### src/rtl/fetch_req_pkg.sv
package fetch_req_pkg;
  typedef enum logic [1:0] {
    ST_IDLE = 2'd0,
    ST_CMD  = 2'd1,
    ST_RESP = 2'd2
  } fr_state_e;
endpackage

### src/rtl/fetch_rst_sync.sv
module fetch_rst_sync #(
  parameter int STAGES = 2
) (
  input  logic clk,
  input  logic rst_n,
  output logic rst_sync_n
);
  logic [STAGES-1:0] chain_q;

  always_ff @(posedge clk or negedge rst_n) begin
    if (!rst_n) chain_q <= '0;
    else        chain_q <= {chain_q[STAGES-2:0], 1'b1};
  end

  assign rst_sync_n = chain_q[STAGES-1];
endmodule

### src/rtl/fetch_cmd_mux.sv
// Selects one command byte: the address bytes first, most significant first,
// then the length bytes, most significant first.
module fetch_cmd_mux #(
  parameter int ADDR_W = 32,
  parameter int LEN_W  = 16,
  parameter int BYTE_W = 8,
  localparam int NBYTES = (ADDR_W + LEN_W) / BYTE_W,
  localparam int IDX_W  = $clog2(NBYTES)
) (
  input  logic [ADDR_W-1:0] addr,
  input  logic [LEN_W-1:0]  len,
  input  logic [IDX_W-1:0]  idx,
  output logic [BYTE_W-1:0] cmd_byte
);
  localparam int CAT_W = ADDR_W + LEN_W;

  logic [CAT_W-1:0]  cat;
  logic [BYTE_W-1:0] slot [NBYTES];

  assign cat = {addr, len};

  for (genvar g = 0; g < NBYTES; g++) begin : g_slot
    assign slot[g] = cat[(NBYTES-1-g)*BYTE_W +: BYTE_W];
  end

  always_comb begin
    cmd_byte = '0;
    for (int i = 0; i < NBYTES; i++) begin
      if (idx == IDX_W'(i)) cmd_byte = slot[i];
    end
  end
endmodule

### src/rtl/fetch_idx_counter.sv
module fetch_idx_counter #(
  parameter int COUNT = 6,
  localparam int W = $clog2(COUNT)
) (
  input  logic         clk,
  input  logic         rst_n,
  input  logic         clr,
  input  logic         inc,
  output logic [W-1:0] idx,
  output logic         last
);
  logic [W-1:0] idx_d;

  always_comb begin
    idx_d = idx;
    if (clr)      idx_d = '0;
    else if (inc) idx_d = idx + W'(1);
  end

  always_ff @(posedge clk or negedge rst_n) begin
    if (!rst_n)          idx <= '0;
    else if (clr || inc) idx <= idx_d;
  end

  assign last = (idx == W'(COUNT - 1));
endmodule

### src/rtl/fetch_len_counter.sv
module fetch_len_counter #(
  parameter int LEN_W = 16
) (
  input  logic             clk,
  input  logic             rst_n,
  input  logic             load,
  input  logic [LEN_W-1:0] load_val,
  input  logic             dec,
  output logic             is_zero,
  output logic             is_one
);
  logic [LEN_W-1:0] rem_q, rem_d;

  always_comb begin
    rem_d = rem_q;
    if (load)     rem_d = load_val;
    else if (dec) rem_d = rem_q - LEN_W'(1);
  end

  always_ff @(posedge clk or negedge rst_n) begin
    if (!rst_n)           rem_q <= '0;
    else if (load || dec) rem_q <= rem_d;
  end

  assign is_zero = (rem_q == '0);
  assign is_one  = (rem_q == LEN_W'(1));
endmodule

### src/rtl/fetch_ctrl.sv
module fetch_ctrl
  import fetch_req_pkg::*;
(
  input  logic clk,
  input  logic rst_n,
  input  logic start,
  input  logic tx_full,
  input  logic rx_empty,
  input  logic idx_last,
  input  logic len_zero,
  input  logic rem_one,
  output logic accept,
  output logic tx_wr,
  output logic rx_rd,
  output logic finish,
  output logic busy
);
  fr_state_e state_q, state_d;

  always_comb begin
    state_d = state_q;
    accept  = 1'b0;
    tx_wr   = 1'b0;
    rx_rd   = 1'b0;
    finish  = 1'b0;
    unique case (state_q)
      ST_IDLE: begin
        if (start) begin
          accept  = 1'b1;
          state_d = ST_CMD;
        end
      end
      ST_CMD: begin
        tx_wr = !tx_full;
        if (tx_wr && idx_last) begin
          if (len_zero) begin
            finish  = 1'b1;
            state_d = ST_IDLE;
          end else begin
            state_d = ST_RESP;
          end
        end
      end
      ST_RESP: begin
        rx_rd = !rx_empty;
        if (rx_rd && rem_one) begin
          finish  = 1'b1;
          state_d = ST_IDLE;
        end
      end
      default: state_d = ST_IDLE;
    endcase
  end

  always_ff @(posedge clk or negedge rst_n) begin
    if (!rst_n) state_q <= ST_IDLE;
    else        state_q <= state_d;
  end

  assign busy = (state_q != ST_IDLE);
endmodule

### src/rtl/fetch_requester.sv
module fetch_requester #(
  parameter int ADDR_W = 32,
  parameter int LEN_W  = 16,
  parameter int BYTE_W = 8,
  localparam int NBYTES = (ADDR_W + LEN_W) / BYTE_W,
  localparam int IDX_W  = $clog2(NBYTES)
) (
  input  logic              clk,
  input  logic              rst_n,
  input  logic              start,
  input  logic [ADDR_W-1:0] start_addr,
  input  logic [LEN_W-1:0]  start_len,
  output logic              busy,
  input  logic              tx_full,
  output logic [BYTE_W-1:0] tx_data,
  output logic              tx_write,
  input  logic              rx_empty,
  input  logic [BYTE_W-1:0] rx_data,
  output logic              rx_read,
  output logic [BYTE_W-1:0] out_data,
  output logic              out_valid,
  output logic              done
);
  logic              rst_i_n;
  logic              accept, finish, idx_last, len_zero, rem_one;
  logic [IDX_W-1:0]  idx;
  logic [ADDR_W-1:0] addr_q;
  logic [LEN_W-1:0]  len_q;

  fetch_rst_sync #(.STAGES(2)) u_rst (
    .clk(clk), .rst_n(rst_n), .rst_sync_n(rst_i_n)
  );

  fetch_ctrl u_ctrl (
    .clk(clk), .rst_n(rst_i_n), .start(start), .tx_full(tx_full),
    .rx_empty(rx_empty), .idx_last(idx_last), .len_zero(len_zero),
    .rem_one(rem_one), .accept(accept), .tx_wr(tx_write),
    .rx_rd(rx_read), .finish(finish), .busy(busy)
  );

  fetch_idx_counter #(.COUNT(NBYTES)) u_idx (
    .clk(clk), .rst_n(rst_i_n), .clr(accept), .inc(tx_write),
    .idx(idx), .last(idx_last)
  );

  fetch_len_counter #(.LEN_W(LEN_W)) u_len (
    .clk(clk), .rst_n(rst_i_n), .load(accept), .load_val(start_len),
    .dec(rx_read), .is_zero(len_zero), .is_one(rem_one)
  );

  fetch_cmd_mux #(.ADDR_W(ADDR_W), .LEN_W(LEN_W), .BYTE_W(BYTE_W)) u_mux (
    .addr(addr_q), .len(len_q), .idx(idx), .cmd_byte(tx_data)
  );

  // Request capture, enabled only on an accepted start.
  always_ff @(posedge clk or negedge rst_i_n) begin
    if (!rst_i_n) begin
      addr_q <= '0;
      len_q  <= '0;
    end else if (accept) begin
      addr_q <= start_addr;
      len_q  <= start_len;
    end
  end

  // Local output stage.
  always_ff @(posedge clk or negedge rst_i_n) begin
    if (!rst_i_n) out_data <= '0;
    else if (rx_read) out_data <= rx_data;
  end

  always_ff @(posedge clk or negedge rst_i_n) begin
    if (!rst_i_n) begin
      out_valid <= 1'b0;
      done      <= 1'b0;
    end else begin
      out_valid <= rx_read;
      done      <= finish;
    end
  end
endmodule

### config.mk
export PLATFORM = sky130hd
export DESIGN_NAME = fetch_requester
export DESIGN_NICKNAME = d
export VERILOG_FILES = /design/src/rtl/fetch_req_pkg.sv /design/src/rtl/fetch_rst_sync.sv /design/src/rtl/fetch_cmd_mux.sv /design/src/rtl/fetch_idx_counter.sv /design/src/rtl/fetch_len_counter.sv /design/src/rtl/fetch_ctrl.sv /design/src/rtl/fetch_requester.sv
export SDC_FILE = /design/constraint.sdc
export NUM_CORES = 1
export LEC_CHECK = 0
export ABC_AREA = 1
export ABC_CLOCK_PERIOD_IN_PS = 2400
export BUFFER_PORTS_ARGS = -buffer_cell sky130_fd_sc_hd__buf_2
export CAP_MARGIN = 15
export CORE_MARGIN = 2
export CORE_UTILIZATION = 50
export DETAILED_ROUTE_END_ITERATION = 7
export GPL_TIMING_DRIVEN = 0
export PLACE_DENSITY = 0.83
export SLEW_MARGIN = 0
export SYNTH_ARGS = -nofsm -noshare
export SYNTH_HDL_FRONTEND = slang
export SYNTH_SLANG_ARGS = --single-unit
export TNS_END_PERCENT = 30
### constraint.sdc
create_clock -name clk -period 2.4 [get_ports clk]
set_clock_uncertainty 0.1 [all_clocks]
set_input_delay 0.24 -clock clk [delete_from_list [all_inputs] [get_ports clk]]
set_output_delay 0.24 -clock clk [all_outputs]
set_load 0.05 [all_outputs]
Word-level counts from Yosys, hierarchy flattened
Cells that the tools add are included.
{"block": "totals", "register_bits": 81, "wordCells": 60, "output_inout_bits": 21}
{"block": "op_classes", "reduce_logical": 15, "addsub": 2, "eq_ne": 11, "n_mux": 23}
{"operator": "$mux 8", "count": 6}
{"operator": "$mux 16", "count": 2}
{"operator": "$eq 16x1->1 const B", "count": 1}
{"operator": "$logic_not 16->1", "count": 1}
{"operator": "$sub 16x1->16 const B", "count": 1}
{"operator": "$mux 2", "count": 4}
{"operator": "$mux 1", "count": 7}
{"operator": "$eq 3x2->1 const B", "count": 2}
{"operator": "$eq 3x3->1 const B", "count": 2}
{"operator": "$mux 3", "count": 2}
{"operator": "$pmux 2 s3", "count": 1}
{"operator": "$reduce_bool 2->1", "count": 3}
{"operator": "$ne 2x1->1 const B", "count": 2}
{"operator": "$reduce_and 2->1", "count": 2}
{"operator": "$add 3x1->3 const B", "count": 1}
{"operator": "$eq 3x1->1 const B", "count": 1}
{"operator": "$logic_not 3->1", "count": 1}
{"operator": "$reduce_and 3->1", "count": 1}
{"operator": "$eq 2x1->1 const B", "count": 1}
{"operator": "$eq 2x2->1 const B", "count": 1}
{"operator": "$logic_and 1x1->1", "count": 2}
{"operator": "$logic_not 1->1", "count": 2}
{"operator": "$logic_not 2->1", "count": 1}
{"operator": "$logic_or 1x1->1", "count": 2}
{"operator": "2 further kinds", "count": 2}

Longest topological paths before layout
Gate-level depths: netlist of run 1.
{"block": "logic_depth", "word_depth": 7, "ltp_mapped": 11, "depth_no_buf": 11}

By module
Synthesis of run 1 repeated with hierarchy kept, for this count alone.
{"block": "hier_totals", "cells_unflattened": 544, "area_unflattened_um2": 4130.2}
{"mod": "fetch_requester", "n_inst": 1, "cells_per_inst": 239, "area_per_inst_um2": 2154.6, "seq_area_each_um2": 1451.4}
{"mod": "fetch_len_counter", "n_inst": 1, "cells_per_inst": 157, "area_per_inst_um2": 1094.8, "seq_area_each_um2": 400.4}
{"mod": "fetch_cmd_mux", "n_inst": 1, "cells_per_inst": 90, "area_per_inst_um2": 419.2, "seq_area_each_um2": 0.0}
{"mod": "fetch_ctrl", "n_inst": 1, "cells_per_inst": 34, "area_per_inst_um2": 234.0, "seq_area_each_um2": 50.0}
{"mod": "fetch_idx_counter", "n_inst": 1, "cells_per_inst": 21, "area_per_inst_um2": 173.9, "seq_area_each_um2": 75.1}
{"mod": "fetch_rst_sync", "n_inst": 1, "cells_per_inst": 3, "area_per_inst_um2": 53.8, "seq_area_each_um2": 50.0}

Least setup slack after synthesis of run 1
Ideal clock, no wire load.
{"block": "synth_path", "kind": "flip-flop to output port", "from": "reg u_idx.idx[0]", "to": "out tx_data[0]", "path_slack_ns": 0.427, "arrival_ns": 1.633, "path_stages_with_launch": 9, "cell_sequence": "dfrtp_1 ha_1 ha_1 clkbuf_1 inv_1 nand3_1 nand3_1 nand3_1 nand2_1"}
{"block": "synth_between", "elab_chain_len": 7, "elab_cells_between_ends": 12, "classes_between": "5 x eq/ne; 6 x mux; 1 x reduce/logical"}
{"element": "start: declaration", "line": "fetch_idx_counter.sv:9", "rtl": "output logic [W-1:0] idx,"}
{"element": "start signal: assignment", "line": "fetch_idx_counter.sv:22", "rtl": "else if (clr || inc) idx <= idx_d;"}
{"element": "$logic_not 3->1", "line": "fetch_cmd_mux.sv:29", "rtl": "if (idx == IDX_W'(i)) cmd_byte = slot[i];"}
{"element": "$mux 8 (5 in series)", "line": "fetch_cmd_mux.sv:29"}
{"element": "$mux 8 *", "line": "fetch_cmd_mux.sv:29"}
{"element": "end: declaration", "line": "fetch_requester.sv:15", "rtl": "output logic [BYTE_W-1:0] tx_data,"}
Every way passes the cells marked *; elsewhere a longest branch is shown, timed or not.

Worst setup path after layout of run 1
{"block": "layout_path", "from": "reg u_idx.idx[0]", "to": "out tx_data[4]"}
Same word-level chain as after synthesis.

==> results of run 1 <==
## stage by stage
stage	cell area [sq um]	worst slack [ns]	instances	hold WS (ns)	utilization
6_report	5670	-0.0634	794	0.000563	0.694
5_1_grt	5670	-0.132	794	0.00423	0.694
4_1_cts	5410	0.000506	791	0.000336	0.661
3_5_place_dp	4780	0.204	744	-0.0704	0.585
3_3_place_gp	4750	0.238	743	-0.0750	0.581
2_1_floorplan	4210	0.427	557	-0.156	-
## final cells by class
type,instances,area (sq um)
plain buffers,17,100
clock buffers,12,145
clock inverters,4,98.8
fillers,613,2500
inverters,50,196
multi-input cells,408,2120
flip-flops and latches,81,2030
well taps,105,131
repair buffers,117,848
## Yosys cell counts (3+ instances only)
cell type  number
or2_2           7
nand3_1        55
o21ai_1         3
clkbuf_1        6
nor2_2          6
nor2_1         36
nor3_1          3
buf_2           8
nand2_2         5
inv_2           3
a21oi_1         5
ha_1           10
inv_1          45
o21ai_0        26
nand4_1         5
nor2_4          7
dfrtp_1        81
nand2_1       227
## cell families after synthesis
family                   share of synthesized area
other                                     0.000890
adder cells (fa/ha/maj)                     0.0297
AO/OA/AOI/OAI                               0.0523
flip-flops                                   0.481
XOR/XNOR                                   0.00208
AND/OR/NAND/NOR                              0.364
buffers and inverters                       0.0695
## worst min-delay path, stage by stage
cell and delay (ns):
buf_2 0.09, nand2_1 0.05, nand2_1 0.05
## layout by cell type (no fill, tap or decap), types with 3 or more instances in the layout
cell type | synthesis | layout
buf_6 | 2 | 5
bufinv_16 | 0 | 3
or2_2 | 7 | 7
inv_2 | 3 | 7
clkbuf_1 | 6 | 7
inv_1 | 45 | 40
ha_1 | 10 | 6
dfrtp_1 | 81 | 80
nand2_2 | 5 | 26
clkbuf_8 | 0 | 10
buf_8 | 0 | 7
buf_4 | 2 | 6
buf_2 | 8 | 81
nor2_4 | 7 | 8
o21ai_0 | 26 | 26
dlygate4sd3_1 | 0 | 29
nor2_2 | 6 | 6
nor3_1 | 3 | 3
o21ai_1 | 3 | 3
nand2_1 | 227 | 206
a21oi_1 | 5 | 5
nor2_1 | 36 | 35
nand4_1 | 5 | 5
nand3_2 | 0 | 28
nand3_1 | 55 | 27
## sequential cells by signal, indices dropped and copies added (netlist names)
signal / flops
done: 1
addr_q: 32
len_q: 16
u_rst.chain_q: 2
u_idx.idx: 3
out_data: 8
out_valid: 1
u_ctrl.state_q: 2
u_len.rem_q: 16
## final timing paths
check,start,endpoint,cells after the start
max,u_idx.idx[0]$_DFFE_PN0P_,tx_data[4],11
min,start_addr[6],addr_q[6]$_DFFE_PN0P_,3
max reg2reg,u_ctrl.state_q[0]$_DFFE_PN0P_,u_len.rem_q[0]$_DFFE_PN0P_,8
max in group asynchronous,u_rst.chain_q[1]$_DFF_PN0_,len_q[7]$_DFFE_PN0P_,1
min in group asynchronous,rst_n,u_rst.chain_q[1]$_DFF_PN0_,2
min reg2reg,u_rst.chain_q[1]$_DFF_PN0_,addr_q[15]$_DFFE_PN0P_,0
## what timing repair did
item                       in CTS  in global routing
setup endpoints to repair       8                  8
pin swaps                       4                 31
gates cloned                    0                  0
hold endpoints to repair       30                  0
setup buffers                   3                  3
resized for setup              24                 65
hold buffers                   29                  0
## routing by layer
layer / part of all wire / up-vias / GRT usage / wire [microns]
met1: 0.41 / 2011 / 0.367 / 5100
li1: - / 1990 / - / -
met3: 0.088 / 45 / 0.0564 / 1100
met4: 0.032 / 0 / 0.0976 / 394
met5: 0 / - / 0 / 0
met2: 0.47 / 256 / 0.418 / 5910
## power by group through the flow
stage	clock [mW]	sequential [mW]	combinational (mW)
CTS	1.23	2.38	4.18
floorplan	0	2.53	2.66
global route	1.29	2.48	5.24
finish	1.23	2.42	4.90
global placement	0	2.38	3.69
detailed placement	0	2.39	3.80
==> flow_metrics.tcl, run 1 <==
set metrics [dict create \
    status "finished with violations" \
    violations "setup timing" \
    p_sw_frac 0.483 \
    synth_cells 557 \
    synthFlopType "dfrtp_1" \
    cts_buffers 9 \
    die_area_sq_um 9180 \
    ios 82 \
    cpPeakStageDelay_ns 0.46 \
    hold_viol 0 \
    synth_edf_count 0 \
    synth_top_area_frac 0.481 \
    diodes 0 \
    cts_tree "yes" \
    p_switching_mw 4.13 \
    finalPower_mw 8.54 \
    async_flop_share 1.00 \
    period_minus_slack_ns 2.46 \
    dpl.hpwl_microns 7890 \
    clockBufferDepth 2 \
    cts-root-buf "clkbuf_8" \
    critPathTopFamily "simple AND/OR/NAND/NOR gates" \
    end_kind "output pin" \
    synth.avg_cell_area_sq_um 7.56 \
    path_buf_inv 3 \
    cp_cell_sequence "inv_2 > ha_4 > inv_2 > nor2_4 > nand2_2 > nand3_2 > nand3_2 > nand3_2 > nand3_2 > nand2_2 > buf_8" \
    gp_congestion 0.876 \
    path_max_fanout 8 \
    rows 33 \
    synth_area_leaders "dfrtp_1 48%, nand2_1 20%, nand3_1 6.5%" \
    ys_ff_latch 81 \
    slew_viol_final 0 \
    powerDensity_nw_per_um2 1510 \
    core_area_sq_um 8180 \
    start_util 0.515 \
    path_common_cell "nand3_2" \
    grt_max_degree 57 \
    irDropWorstVdd_mv 2.15 \
    die_y_microns 95.8 \
    area_growth_syn_to_layout_pct 34.7 \
    clock_power_share 0.144 \
    fp.dieW_microns 95.8 \
    max_slew.worst_pin.slew_ns 0.604 \
    hp-class "in -> reg" \
    p_leak_nw 3.03 \
    viasPerCell 5.42 \
    drtPass1Iterations 5 \
    relSlewSlack 0.597 \
    path_clk_slew_ns 0.08 \
    min_period_over_period 1.03 \
    synth_warnings 0 \
    final_nets 755 \
    cp_data_arrival_time_ns 2.12 \
    drt_wl_total_microns 12500 \
    syn_nets 628 \
    fmax_mhz 406 \
    yosysTopAreaCell "dfrtp_1" \
    synth_cell_types 30 \
    drc 0 \
    p_int_mw 4.41 \
    rsz0062_at_grt "true" \
    overflow 0 \
    port-buffer-count 81 \
    ant_nets 0 \
    worst_slack_ns -0.0634 \
    vias 4302 \
    synth_area_sq_um 4210 \
    htree_levels 3 \
    pwr-share-seq 0.283 \
    cp-start-kind "flip-flop" \
    maxCapViolCount 0 \
    first_global_vias 4061 \
    drive_gt1_frac 0.299 \
    comb_power_share 0.574 \
    rrSetupSlack_ns 0.49 \
    crit_type "reg -> out" \
    finalSetupTns_ns -0.391 \
    insertion_delay_ns 0.35 \
    dr.first_iter.drc_count 499 \
    antenna_found_initial 0 \
    clock_sinks 81 \
    grt_usage 0.267 \
    grt_pass1_wl_microns 18800 \
    yosysSeqAreaShare 0.481 \
    avgRoutedWirePerCell_microns 15.7 \
    worstPathRequired_ns 2.06 \
    cpMaxStageDelayCell "dfrtp_1" \
    setup_viol 8 \
]
(Power assumes the default switching activity.)
==> run 2: changes to the inputs <==
- ABC_AREA: 1 -> default
- CORE_UTILIZATION: 50 -> 49
- PLACE_DENSITY: 0.83 -> 0.81
- SETUP_SLACK_MARGIN: default -> 0.2
==> flow_metrics.tcl, run 2 <==
set metrics [dict create \
    status "finished with violations" \
    violations "setup timing" \
    worst_slack_ns -0.267 \
    hold_viol 0 \
    core_area_sq_um 7730 \
    rows 32 \
    overflow 0 \
    grt_max_degree 47 \
    synth_top_area_frac 0.520 \
    drtPass1Iterations 4 \
    ant_nets 0 \
    antenna_found_initial 0 \
    irDropWorstVdd_mv 0.590 \
    p_switching_mw 3.31 \
    yosysTopAreaCell "dfrtp_1" \
    cpMaxStageDelayCell "dfrtp_2" \
    area_growth_syn_to_layout_pct 42.1 \
    largest_reg_flops 32 \
    rrSetupSlack_ns 0.21 \
    cpPeakStageDelay_ns 0.45 \
    fin_cells 670 \
    synth_area_leaders "dfrtp_1 52%, nand2_1 14%, ha_1 3.2%" \
    cp_data_arrival_time_ns 2.33 \
    ys_top_cells_by_count "148 x nand2_1, 81 x dfrtp_1, 21 x clkbuf_1, 21 x o21ai_0, 20 x nor2_1" \
    synth.avg_cell_area_sq_um 9.15 \
    final_cell_mix "148 x nand2_1, 79 x dfrtp_1, 71 x buf_2" \
    finalSetupTns_ns -1.86 \
    hp-class "in -> reg" \
    die_y_microns 93.2 \
    nFillCells 522 \
    p_leak_nw 2.61 \
    async_flop_share 1.00 \
    dr.first_iter.drc_count 211 \
    p_int_mw 4.12 \
    drc 0 \
    placed_cells 610 \
    relSlewSlack 0.316 \
    cp_cell_sequence "inv_2 > ha_4 > buf_8 > nor2b_4 > buf_6 > buf_12 > a221oi_4 > a211o_1 > a32oi_4 > buf_6" \
    synth_cells 426 \
    path_clk_slew_ns 0.09 \
    max_slew.worst_pin.slew_ns 1.03 \
    htree_levels 3 \
    crit_type "reg -> out" \
    clock_sinks 81 \
    diodes 0 \
    ys_ff_latch 81 \
    viasPerCell 5.46 \
    ios 82 \
    synth_cell_types 44 \
    r2r_end "done$_DFF_PN0_" \
    comb_power_share 0.521 \
    place_ws_ns -0.0960 \
    min_period_over_period 1.11 \
    final_common_cell "nand2_1" \
    top_register "addr_q" \
    synth_edf_count 0 \
    end_kind "output pin" \
    fmax_mhz 375 \
    pwr-share-seq 0.332 \
    start_util 0.504 \
    cts-root-buf "clkbuf_8" \
    grt_usage 0.266 \
    setup_viol 8 \
    yosysMostFrequentCell "nand2_1" \
    final_util 0.717 \
    synth_area_sq_um 3900 \
    cp-start-kind "flip-flop" \
    clock_power_share 0.148 \
    yosysSeqAreaShare 0.520 \
    holdPathStages 3 \
    period_minus_slack_ns 2.67 \
    powerDensity_nw_per_um2 1340 \
    synth_warnings 0 \
    first_global_vias 3748 \
    drt_wl_total_microns 11100 \
    syn_nets 497 \
    drive_gt1_frac 0.282 \
    vias 3656 \
    reg.largest.list "addr_q x32, len_q x16, u_len.rem_q x16" \
    synthFlopType "dfrtp_1" \
    path_common_cell "buf_6" \
    whs_ns 0.0137 \
    min_to "len_q[8]$_DFFE_PN0P_" \
    cts_tree "yes" \
    maxCapViolCount 0 \
    rsz0062_at_grt "true" \
    cts_buffers 9 \
    p_sw_frac 0.446 \
    reg2reg_depth 4 \
    path_max_fanout 5 \
    avgRoutedWirePerCell_microns 16.6 \
    timing.rr.start "u_idx.idx[2]$_DFFE_PN0P_" \
    dpl.hpwl_microns 7190 \
    insertion_delay_ns 0.35 \
    port-buffer-count 81 \
    grt_pass1_wl_microns 18000 \
    min_from "start_len[8]" \
    final_nets 634 \
    clockBufferDepth 2 \
    gp_congestion 0.882 \
    slew_viol_final 0 \
    die_area_sq_um 8680 \
    worstPathRequired_ns 2.06 \
    fp.dieW_microns 93.2 \
]
[run 2: logic make-up after synthesis]
family,synth area share
mux,0.0231
other cells,0.000962
xor+xnor,0.0270
flops,0.520
buf+inv,0.0421
fa+ha+maj,0.0321
simple gates,0.225
compound gates,0.130
[run 2: area by class of cell]
cell class,instances,area [sq um],area share
tap,102,128,0.0230
timing repair buffer,126,926,0.167
multi-input combinational,302,2010,0.363
sequential,81,2030,0.367
buffer,24,151,0.0273
inverter,19,75.1,0.0136
clock inverter,7,93.8,0.0169
clock buffer,9,124,0.0224
[run 2: per-stage QoR]
| stage | power [mW] | cell area, sq um |
|---|---|---|
| after floorplan | 4.80 | 4080 |
| after global placement | 5.48 | 4610 |
| after detailed placement | 5.59 | 4640 |
| after CTS | 7.18 | 5400 |
| after global routing | 7.86 | 5540 |
| final | 7.42 | 5540 |
[run 2: worst max-delay path by stage]
| stage | slack, ns | startpoint | to | depth (start not counted) |
|---|---|---|---|---|
| 2_1_floorplan | 0.18 | u_idx.idx[0]$_DFFE_PN0P_ | tx_data[7] | 8 |
| 3_3_place_gp | -0.07 | u_idx.idx[0]$_DFFE_PN0P_ | tx_data[6] | 7 |
| 3_5_place_dp | -0.1 | u_idx.idx[0]$_DFFE_PN0P_ | tx_data[6] | 7 |
| 4_1_cts | -0.26 | u_idx.idx[1]$_DFFE_PN0P_ | tx_data[3] | 10 |
| 5_1_grt | -0.37 | u_idx.idx[1]$_DFFE_PN0P_ | tx_data[7] | 10 |
| 6_report | -0.27 | u_idx.idx[0]$_DFFE_PN0P_ | tx_data[7] | 10 |
[run 2: repair_timing]
action,in CTS,in global routing
gates cloned,0,0
endpoints found under the setup margin,22,16
pin swaps,14,13
gates resized for setup,45,29
hold endpoints to repair,33,3
hold buffers,32,3
setup buffers,9,0
[run 2: power groups by stage]
stage | Sequential (mW) | Clock, mW | Combinational [mW]
floorplan | 2.43 | 0 | 2.37
global placement | 2.39 | 0 | 3.09
detailed placement | 2.41 | 0 | 3.18
CTS | 2.41 | 1.11 | 3.65
global route | 2.52 | 1.17 | 4.16
finish | 2.46 | 1.09 | 3.86
[run 2: critical path: cells and delay by family, from the launching register on]
kind,cells,cell delay [ns]
buffers and inverters,5,0.62
flip-flops,1,0.45
adder cells (fa/ha/maj),1,0.14
AND/OR/NAND/NOR,1,0.13
AO/OA/AOI/OAI,3,0.64
[run 2: metal layers]
| layer | track usage | part of all wire | vias to the layer above |
|---|---|---|---|
| met5 | 0 | 0 | - |
| met4 | 0.0882 | 0.023 | 0 |
| met3 | 0.0637 | 0.066 | 27 |
| met2 | 0.464 | 0.51 | 146 |
| met1 | 0.324 | 0.40 | 1769 |
| li1 | - | - | 1714 |
==> run 3: changes to the inputs <==
--- a/config.mk
+++ b/config.mk
@@ -7,2 +7,3 @@
 export LEC_CHECK = 0
+export ABC_AREA = 1
 export ABC_CLOCK_PERIOD_IN_PS = 2400
@@ -11,3 +12,3 @@
 export CORE_MARGIN = 2
-export CORE_UTILIZATION = 49
+export CORE_UTILIZATION = 50
 export DETAILED_ROUTE_END_ITERATION = 7
@@ -15,2 +16,3 @@
 export PLACE_DENSITY = 0.81
+export RECOVER_POWER = 25
 export SETUP_SLACK_MARGIN = 0.2
--- a/constraint.sdc
+++ b/constraint.sdc
@@ -4,2 +4,2 @@
 set_output_delay 0.24 -clock clk [all_outputs]
-set_load 0.05 [all_outputs]
+set_load 0.02 [all_outputs]
==> flow_metrics.tcl, run 3 (synthesis results as in run 1) <==
set metrics [dict create \
    final_cell_mix "214 x nand2_1, 80 x dfrtp_1, 79 x buf_2" \
    slew_viol_final 0 \
    dpl.hpwl_microns 7790 \
    grt_max_degree 53 \
    ios 82 \
    relSlewSlack 0.262 \
    maxCapViolCount 0 \
    ant_nets 0 \
    cp-start-kind "flip-flop" \
    nFillCells 615 \
    crit_type "reg -> out" \
    violations "setup timing" \
    viasPerCell 5.25 \
    core_area_sq_um 8180 \
    path_clk_slew_ns 0.08 \
    cp_cell_sequence "inv_2 > ha_4 > buf_6 > inv_4 > nor2_4 > nand2_1 > nand3_2 > nand3_2 > nand3_2 > nand3_2 > nand2_1 > buf_4" \
    min_period_over_period 1.01 \
    grt_pass1_wl_microns 18600 \
    cts-root-buf "clkbuf_8" \
    area_growth_syn_to_layout_pct 35.1 \
    rows 33 \
    largest_reg_flops 32 \
    p_sw_frac 0.457 \
    fp.dieW_microns 95.8 \
    drc 0 \
    overflow 0 \
    pwr-share-seq 0.316 \
    rsz0062_at_grt "true" \
    seq_area_sq_um 2030 \
    die_area_sq_um 9180 \
    clock_sinks 81 \
    hold_viol 0 \
    p_int_mw 4.13 \
    clockBufferDepth 2 \
    avgRoutedWirePerCell_microns 15.3 \
    port-buffer-count 81 \
    insertion_delay_ns 0.35 \
    status "finished with violations" \
    setup_viol 2 \
    dr.first_iter.drc_count 256 \
    top_register "addr_q" \
    cpPeakStageDelay_ns 0.41 \
    place_ws_ns 0.300 \
    antenna_found_initial 0 \
    multi_input_area_sq_um 2120 \
    end_kind "output pin" \
    p_leak_nw 3.02 \
    irDropWorstVdd_mv 1.43 \
    final_nets 763 \
    cpMaxStageDelayCell "dfrtp_1" \
    diodes 0 \
    start_util 0.515 \
    die_y_microns 95.8 \
    powerDensity_nw_per_um2 1340 \
    reg.largest.list "addr_q x32, len_q x16, u_len.rem_q x16" \
    cts_tree "yes" \
    cts_buffers 9 \
    htree_levels 3 \
    clock_power_share 0.147 \
    path_common_cell "nand3_2" \
    finalSetupTns_ns -0.0429 \
    drt_wl_total_microns 12200 \
    path_max_fanout 8 \
    fmax_mhz 412 \
    p_switching_mw 3.48 \
    period_minus_slack_ns 2.42 \
    drtPass1Iterations 6 \
    vias 4208 \
    gp_congestion 0.898 \
    cp_data_arrival_time_ns 2.08 \
    comb_power_share 0.537 \
    hp-class "in -> reg" \
    drive_gt1_frac 0.287 \
    final_common_cell "nand2_1" \
    first_global_vias 3959 \
    worstPathRequired_ns 2.06 \
    worst_slack_ns -0.0245 \
    max_slew.worst_pin.slew_ns 1.11 \
    grt_usage 0.267 \
]
[run 3: cell types whose count changed in the layout (fill, tap and decap cells not counted), sizes merged, moves of 10 or more]
cell   change
inv       +31
xor2      -10
nand3     +52
nand2     +86
nor2      +29
[run 3: power by group through the flow]
stage / sequential [mW] / clock, mW / combinational (mW)
after floorplan: 2.39 / 0 / 2.21
after global placement: 2.38 / 0 / 3.10
final: 2.40 / 1.12 / 4.09
after CTS: 2.37 / 1.13 / 3.62
after detailed placement: 2.39 / 0 / 3.20
after global routing: 2.47 / 1.19 / 4.50
[run 3: through the flow]
stage          instances  total power, mW  hold slack, ns   util  instance area, sq um
2_1_floorplan        557             4.59          -0.156      -                  4210
3_3_place_gp         743             5.48         -0.0747  0.581                  4750
3_5_place_dp         744             5.59         -0.0694  0.585                  4780
4_1_cts              800             7.12        0.000201  0.676                  5530
5_1_grt              802             8.16         0.00585  0.696                  5690
6_report             802             7.62          0.0127  0.696                  5690
[run 3: timing repair]
item | 4_1_cts | 5_1_grt
pin swaps | 13 | 28
setup buffers | 3 | 2
hold buffers | 37 | 0
endpoints found under the setup margin | 8 | 9
endpoints found under the hold margin | 38 | 0
gates resized for setup | 39 | 47
[run 3: final timing paths]
path	startpoint	end	slack [ns]	cells past startpoint
setup reg to reg	u_rst.chain_q[1]$_DFF_PN0_	u_idx.idx[0]$_DFFE_PN0P_	0.38	1
hold reg to reg	u_rst.chain_q[0]$_DFF_PN0_	u_rst.chain_q[1]$_DFF_PN0_	0.26	0
setup / recovery	u_idx.idx[1]$_DFFE_PN0P_	tx_data[5]	-0.02	12
max in group asynchronous	u_rst.chain_q[1]$_DFF_PN0_	u_idx.idx[0]$_DFFE_PN0P_	0.38	1
min in group asynchronous	rst_n	u_rst.chain_q[0]$_DFF_PN0_	0.11	2
hold / removal	start_addr[29]	addr_q[29]$_DFFE_PN0P_	0.01	3
[run 3: layout make-up]
class	instances	share of cell area
tap	105	0.0231
clock inverter	6	0.0161
timing repair buffer	124	0.153
sequential	81	0.356
multi-input combinational	408	0.373
inverter	50	0.0354
clock buffer	10	0.0224
buffer	18	0.0211
[run 3: worst max-delay path: cells and delay by family (launching register included)]
kind	cells	cell delay (ns)
flops	1	0.41
simple gates	7	0.79
fa+ha+maj	1	0.14
buf+inv	4	0.40
[run 3: routing by layer]
metal,GRT usage,up-vias,wire [microns]
li1,-,2004,-
met1,0.364,1984,5110
met2,0.424,191,5880
met3,0.0556,29,910
met4,0.0929,0,346
met5,0,-,0
